--- config.mk ---
export PLATFORM = sky130hd
export DESIGN_NAME = preemph_serializer
export DESIGN_NICKNAME = d
export VERILOG_FILES = /design/src/rtl/preemph_pkg.sv /design/src/rtl/preemph_word_ctl.sv /design/src/rtl/preemph_mux_tree.sv /design/src/rtl/preemph_seg_select.sv /design/src/rtl/preemph_serializer.sv
export SDC_FILE = /design/constraint.sdc
export NUM_CORES = 1
export LEC_CHECK = 0
export BUFFER_PORTS_ARGS = -buffer_cell sky130_fd_sc_hd__buf_2
export CORE_ASPECT_RATIO = 1.1
export CORE_MARGIN = 5
export CORE_UTILIZATION = 53
export DETAILED_ROUTE_END_ITERATION = 8
export MAX_ROUTING_LAYER = met4
export PLACE_DENSITY = 0.81
export SLEW_MARGIN = 20
export SYNTH_ARGS = -nofsm -noshare
export SYNTH_HDL_FRONTEND = slang
export SYNTH_SLANG_ARGS = --single-unit
--- constraint.sdc ---
create_clock -name clk -period 1.76 [get_ports clk]
set_clock_uncertainty 0.1 [all_clocks]
set_input_delay 0.088 -clock clk [delete_from_list [all_inputs] [get_ports clk]]
set_output_delay 0.088 -clock clk [all_outputs]
set_load 0.05 [all_outputs]
--- src/rtl/preemph_pkg.sv ---
`timescale 1ns/1ps
// Package preemph_pkg
// Shared constants and types for the pre-emphasis serializer.
// Assumes the word width is a power of two.
package preemph_pkg;
    localparam int unsigned WORD_W_DEF = 16;
    localparam int unsigned SEG_N_DEF  = 4;

    // Drive mode that the segment stage applies.
    typedef enum logic {
        DRV_TX = 1'b0,
        DRV_RX = 1'b1
    } drv_mode_e;
endpackage

--- src/rtl/preemph_word_ctl.sv ---
`timescale 1ns/1ps
// Module preemph_word_ctl
// Bit-phase counter and word/coefficient holding registers. The counter bits
// are the select lines of the mux tree; bit l toggles at half the rate of bit l-1.
// Assumes WORD_W is a power of two. Synchronous active-low reset.
module preemph_word_ctl #(
    parameter int unsigned WORD_W = preemph_pkg::WORD_W_DEF,
    parameter int unsigned SEG_N  = preemph_pkg::SEG_N_DEF,
    localparam int unsigned CNT_W = $clog2(WORD_W)
) (
    input  logic              clk,
    input  logic              rst_n,
    input  logic [WORD_W-1:0] din,
    input  logic [SEG_N-1:0]  coef,
    output logic              load,
    output logic              run,
    output logic [CNT_W-1:0]  phase,
    output logic [WORD_W-1:0] word_q,
    output logic [SEG_N-1:0]  coef_q
);
    localparam logic [CNT_W-1:0] LAST = CNT_W'(WORD_W - 1);

    // A new word is due before the first bit and after the last bit of each word.
    assign load = !run || (phase == LAST);

    // Advance the bit phase and capture word and coefficient at the word boundary.
    always_ff @(posedge clk) begin
        if (!rst_n) begin
            run    <= 1'b0;
            phase  <= LAST;
            word_q <= '0;
            coef_q <= '0;
        end else begin
            if (load) begin
                word_q <= din;
                coef_q <= coef;
            end
            run   <= 1'b1;
            phase <= phase + 1'b1;
        end
    end
endmodule

--- src/rtl/preemph_mux_tree.sv ---
`timescale 1ns/1ps
// Module preemph_mux_tree
// Binary tree of 2:1 selectors that picks bit [sel] of the word. Level l is
// steered by sel[l]. Nodes are packed level by level into one flat vector.
// Assumes WORD_W is a power of two.
module preemph_mux_tree #(
    parameter int unsigned WORD_W = preemph_pkg::WORD_W_DEF,
    localparam int unsigned CNT_W = $clog2(WORD_W)
) (
    input  logic [WORD_W-1:0] word,
    input  logic [CNT_W-1:0]  sel,
    output logic              bit_o
);
    localparam int unsigned NODES = 2 * WORD_W - 1;

    logic [NODES-1:0] node;

    // The leaves are the word bits.
    assign node[WORD_W-1:0] = word;

    for (genvar l = 0; l < CNT_W; l++) begin : g_level
        localparam int unsigned OFF_IN  = 2 * WORD_W - 2 * (WORD_W >> l);
        localparam int unsigned OFF_OUT = 2 * WORD_W - 2 * (WORD_W >> (l + 1));
        for (genvar i = 0; i < (WORD_W >> (l + 1)); i++) begin : g_mux
            // One 2:1 selector of this level.
            assign node[OFF_OUT + i] = sel[l] ? node[OFF_IN + 2*i + 1]
                                              : node[OFF_IN + 2*i];
        end
    end

    assign bit_o = node[NODES-1];
endmodule

--- src/rtl/preemph_seg_select.sv ---
`timescale 1ns/1ps
// Module preemph_seg_select
// Holds the previous serial bit and registers the segment enables. Segments
// with a coefficient bit set follow the complement of the previous bit, and the
// rest follow the current bit. Receive mode turns on both paths at half strength.
// Assumes updates only when run is high. Synchronous active-low reset.
module preemph_seg_select #(
    parameter int unsigned SEG_N = preemph_pkg::SEG_N_DEF
) (
    input  logic             clk,
    input  logic             rst_n,
    input  logic             run,
    input  logic             cur_bit,
    input  logic [SEG_N-1:0] coef_q,
    input  logic             rx_mode,
    output logic [SEG_N-1:0] pu_q,
    output logic [SEG_N-1:0] pd_q,
    output logic             half_q
);
    import preemph_pkg::*;

    logic             prev_bit;
    logic [SEG_N-1:0] pu_next;
    drv_mode_e        mode;

    assign mode = rx_mode ? DRV_RX : DRV_TX;

    for (genvar k = 0; k < SEG_N; k++) begin : g_seg
        // Per-segment source choice: delayed inverted tap or main tap.
        assign pu_next[k] = coef_q[k] ? ~prev_bit : cur_bit;
    end

    // Register the delay tap and the driver enables once per bit.
    always_ff @(posedge clk) begin
        if (!rst_n) begin
            prev_bit <= 1'b0;
            pu_q     <= '0;
            pd_q     <= '1;
            half_q   <= 1'b0;
        end else if (run) begin
            prev_bit <= cur_bit;
            if (mode == DRV_RX) begin
                pu_q   <= '1;
                pd_q   <= '1;
                half_q <= 1'b1;
            end else begin
                pu_q   <= pu_next;
                pd_q   <= ~pu_next;
                half_q <= 1'b0;
            end
        end
    end
endmodule

--- src/rtl/preemph_serializer.sv ---
`timescale 1ns/1ps
// Module preemph_serializer
// Top level: a 16:1 tree serializer followed by two-tap segment selection for a
// segmented voltage-mode driver. One serial bit per clk. Assumes din and coef
// are valid in the cycle that word_take is high. Synchronous active-low reset.
module preemph_serializer #(
    parameter int unsigned WORD_W = preemph_pkg::WORD_W_DEF,
    parameter int unsigned SEG_N  = preemph_pkg::SEG_N_DEF
) (
    input  logic              clk,
    input  logic              rst_n,
    input  logic [WORD_W-1:0] din,
    input  logic [SEG_N-1:0]  coef,
    input  logic              rx_mode,
    output logic              word_take,
    output logic [SEG_N-1:0]  pu_en,
    output logic [SEG_N-1:0]  pd_en,
    output logic              half_drive
);
    localparam int unsigned CNT_W = $clog2(WORD_W);

    logic              load;
    logic              run;
    logic [CNT_W-1:0]  phase;
    logic [WORD_W-1:0] word_q;
    logic [SEG_N-1:0]  coef_q;
    logic              cur_bit;

    preemph_word_ctl #(.WORD_W(WORD_W), .SEG_N(SEG_N)) i_ctl (
        .clk    (clk),
        .rst_n  (rst_n),
        .din    (din),
        .coef   (coef),
        .load   (load),
        .run    (run),
        .phase  (phase),
        .word_q (word_q),
        .coef_q (coef_q)
    );

    preemph_mux_tree #(.WORD_W(WORD_W)) i_tree (
        .word  (word_q),
        .sel   (phase),
        .bit_o (cur_bit)
    );

    preemph_seg_select #(.SEG_N(SEG_N)) i_seg (
        .clk     (clk),
        .rst_n   (rst_n),
        .run     (run),
        .cur_bit (cur_bit),
        .coef_q  (coef_q),
        .rx_mode (rx_mode),
        .pu_q    (pu_en),
        .pd_q    (pd_en),
        .half_q  (half_drive)
    );

    assign word_take = load;
endmodule

==> results.md <==
- Run status: finished clean
- Peak ir drop on the vdd network: 0.671 mV
- Worst-Skew Late Latency: between 0.3 and 0.4 ns
- Antenna-violating nets left: 0
- Clock-pin transition on the worst setup and hold timing paths: 0.11 ns
- Power density relative to cell area: 1020 nW/um2
- Static power due to leakage: 0.873 nW
- Via count: 1500
- Post-layout net count: 258
- Fraction of post-synthesis cell area in the top cell type by area: 0.446
- Critical hold path startpoint: i_seg.half_q$_SDFFE_PN0P_
- Relative slew slack: 0.721
- Worst-path fanout max: 6
- Cells after DPL: between 200 and 250
- Clock root buffer: sky130_fd_sc_hd__clkbuf_4
- Net Sw Power: approximately 0.67 mW
- TritonCTS clock tree: done
- Area of combinational cells with multiple inputs: between 800 and 900 um2
- Chip Height: 67.1 um
- Power share of the sequential group: 0.454
- Number of top-level pins: 33
- Crit Path Class: register to register
- First-pass GRT wire length: 7180 um
- Crit share post-route: 0.981
- Syn Std Cell Area: ~1600 um2
- Total iterations of the first detailed-routing run: 4
- Last weighted congestion value of the routability-driven placer: 0.789
- Class of the tightest hold or removal check: register to register
- Quantity of I/O buffers inserted on ports: 32
- H-tree depth: 2
- Top achievable clock speed: approximately 580 MHz
- Final number of hold-violating endpoints: 0
- Net Sw Frac: 0.313
- Final Non-Filler Cells: approximately 270
- Internal: 1.47 mW
- Clock buffers created by TritonCTS: 5
- Growth of design area from synthesis to finish: 34.0%
- Setup bufs post-CTS: 0
- Number of vias per cell: around 5.6
- Die X: slightly above 60 um
- Max Root-Sink Buffers: 2
- Share of post-route cells with drive strength above 1: 0.268
- Delay of the slowest critical-path stage: roughly 0.53 ns
- Share of the core filled with cells in the final layout: 0.752
- CP Launch Type: register
- Beginning of the worst register-to-register path: i_ctl.phase[2]$_SDFF_PN1_
- Share of power burned in combinational logic: 0.262
- Maximum number of pins on one net before global-route repair: 25
- Worst slew pin tran: 0.418 ns
- Clock Sink Count: 35
- Die ar.: around 4200 um2
- Vias in the first global route: 1521
- Sequential share of the synthesized area: 0.446
- Count of pins over their slew limit: 0
- Endpoint of the most critical register-to-register path: i_seg.pd_q[1]$_SDFFE_PN1P_
- Number of DRC violations after detailed-routing iteration 0: 76
- Number of fill cells: between 200 and 250
- Total track usage: 0.248
- Arrival @ worst endpoint: 1.91 ns
- Synth warn: 0
- # diodes: 0
- Synthesized netlist net count: 201
- Total DRC errors in the routed layout: 0
- Kind of capture point of the worst setup path: register
- Worst setup path startpoint: i_ctl.phase[2]$_SDFF_PN1_
- Shortest clock period the worst path allows after layout: 1.73 ns
- Effective utilization at floorplan: 0.561
- Mean instance size in the synthesized netlist: approximately 9 um2
- Yosys top cell by area: sky130_fd_sc_hd__dfxtp_1
- Register-to-Register Setup Slack: 0.03 ns
- Leading cell types by total area after synthesis: sky130_fd_sc_hd__dfxtp_1 45%, sky130_fd_sc_hd__nand2_1 13%, sky130_fd_sc_hd__a21boi_0 10%
- Total core area: 2800 um2
- Synthesized instance count: roughly 180
- Post-synthesis cell type count: 26
- Wire length per cell after detailed routing: 16.7 um
- Number of antenna violations at the first check in global routing: 0
- Hold endpoint: i_seg.half_q$_SDFFE_PN0P_
- Setup repair after global routing missed its margin: yes
- Slowest stage cell on the critical path: sky130_fd_sc_hd__mux4_2
- Dpl hpwl: 2660 um
- Critical path required time: 1.95 ns
- Total of flip-flops plus latches after synthesis: 35
- GRT overflow: 0
- Final number of setup-violating endpoints: 0
- Critical path, cell by cell: mux4_2 > mux2i_2 > mux2_4 > a2bb2oi_2
- Clock power frac: 0.284
- Worst-case reg-to-reg path depth: 4
- Num rows: 20
- Post-detailed-routing wire length: 4480 um
- Cell count of the worst hold path: 2
- Area of all sequential standard cells: ~700 um2
- Count of maximum capacitance violations: 0
==> synth_stat cells <==
library cell / count
sky130_fd_sc_hd__nand2_1: 55
sky130_fd_sc_hd__dfxtp_1: 35
sky130_fd_sc_hd__a21boi_0: 21
sky130_fd_sc_hd__clkbuf_1: 9
sky130_fd_sc_hd__o21ai_0: 9
sky130_fd_sc_hd__nand3_1: 7
sky130_fd_sc_hd__inv_1: 6
sky130_fd_sc_hd__a2bb2oi_2: 4
sky130_fd_sc_hd__mux4_1: 4
sky130_fd_sc_hd__nand3b_1: 4
sky130_fd_sc_hd__o22ai_1: 4
sky130_fd_sc_hd__a32oi_1: 3
sky130_fd_sc_hd__buf_2: 2
sky130_fd_sc_hd__mux2i_1: 2
sky130_fd_sc_hd__a21oi_1: 1
sky130_fd_sc_hd__and2_1: 1
sky130_fd_sc_hd__buf_6: 1
sky130_fd_sc_hd__ha_1: 1
sky130_fd_sc_hd__mux2_4: 1
sky130_fd_sc_hd__nand2b_1: 1
sky130_fd_sc_hd__nor2_1: 1
sky130_fd_sc_hd__nor2b_1: 1
sky130_fd_sc_hd__nor3_1: 1
sky130_fd_sc_hd__or2_2: 1
sky130_fd_sc_hd__xnor2_1: 1
sky130_fd_sc_hd__xor2_1: 1
==> worst max-delay path by stage <==
stage / end / slack (ns) / cells past startpoint
finish: i_seg.pd_q[1]$_SDFFE_PN1P_ / 0.03 / 4
global route: i_seg.pd_q[3]$_SDFFE_PN1P_ / -0.01 / 4
CTS: i_seg.pu_q[0]$_SDFFE_PN0P_ / 0.02 / 4
detailed placement: i_seg.pu_q[0]$_SDFFE_PN0P_ / -0.05 / 4
global placement: i_seg.pu_q[0]$_SDFFE_PN0P_ / 0.06 / 4
floorplan: i_seg.pu_q[0]$_SDFFE_PN0P_ / 0.16 / 5
==> power by group through the flow <==
| stage | logic [mW] | registers [mW] | clock network [mW] |
|---|---|---|---|
| 4_1_cts | 0.512 | 0.953 | 0.619 |
| 6_report | 0.561 | 0.973 | 0.609 |
| 3_5_place_dp | 0.470 | 0.968 | 0 |
| 5_1_grt | 0.605 | 0.982 | 0.668 |
| 2_1_floorplan | 0.293 | 1.02 | 0 |
| 3_3_place_gp | 0.449 | 0.960 | 0 |
==> logic make-up (layout without fill, tap and decap cells) <==
logic type / after synthesis / count (layout) / synth area share
AO/OA/AOI/OAI: 42 / 42 / 0.203
XOR/XNOR: 2 / 2 / 0.0111
adder cells (fa/ha/maj): 1 / 1 / 0.00795
buffers and inverters: 18 / 75 / 0.0493
flip-flops: 35 / 35 / 0.446
multiplexers: 7 / 8 / 0.0891
AND/OR/NAND/NOR: 72 / 72 / 0.194
==> critical path: cells and delay by family (launching register included) <==
| kind | cells | cell delay [ns] |
|---|---|---|
| muxes | 3 | 0.99 |
| DFF | 1 | 0.43 |
| AOI/OAI and AO/OA | 1 | 0.15 |
==> cells in the final DEF (no fill, tap or decap), drive strengths merged, types with 2 or more instances in the layout <==
cell | netlist | layout
a21boi | 21 | 21
a2bb2oi | 4 | 4
a32oi | 3 | 3
buf | 3 | 39
clkbuf | 9 | 6
dfxtp | 35 | 35
dlygate4sd3 | 0 | 22
inv | 6 | 6
mux2 | 1 | 2
mux2i | 2 | 2
mux4 | 4 | 4
nand2 | 55 | 55
nand3 | 7 | 7
nand3b | 4 | 4
o21ai | 9 | 9
o22ai | 4 | 4
==> sequential cells by signal, indices dropped and copies added (netlist names) <==
register	flops
i_seg.pu_q	4
i_ctl.coef_q	4
i_seg.pd_q	4
i_seg.half_q	1
i_seg.prev_bit	1
i_ctl.word_q	16
i_ctl.phase	4
i_ctl.run	1
==> through the flow <==
stage | hold slack (ns) | setup slack, ns | cell area (um2) | power (mW) | TNS [ns]
floorplan | 0.0157 | 0.158 | 1570 | 1.31 | 0
global placement | 0.240 | 0.0575 | 1770 | 1.41 | 0
detailed placement | 0.248 | -0.0488 | 1770 | 1.44 | -0.201
CTS | 0.371 | 0.0196 | 2080 | 2.08 | 0
global route | 0.413 | -0.0100 | 2110 | 2.26 | -0.0184
finish | 0.389 | 0.0342 | 2110 | 2.14 | 0
==> what timing repair did <==
action | in CTS | in global routing
resized for setup | 3 | 14
hold endpoints to repair | 22 | 0
setup endpoints to repair | 10 | 12
hold buffers | 22 | 0
cloned | 0 | 1
pin swaps | 0 | 1
==> area by class of cell <==
class | instances | share of cell area
Sequential cell | 35 | 0.336
Clock inverter | 2 | 0.0166
Tap cell | 33 | 0.0196
Multi-Input combinational cell | 125 | 0.385
Timing Repair Buffer | 61 | 0.208
Clock buffer | 6 | 0.0243
Inverter | 6 | 0.0107
==> per-layer routing <==
layer  global-route usage  vias up  routed length [um]
met2                0.396       67                2390
met1                0.255      699                1700
met3               0.0784       18                 239
li1                     -      716                   -
met5                    -        -                   0
met4                0.164        0                 161
Power figures use the tool's default switching activity.
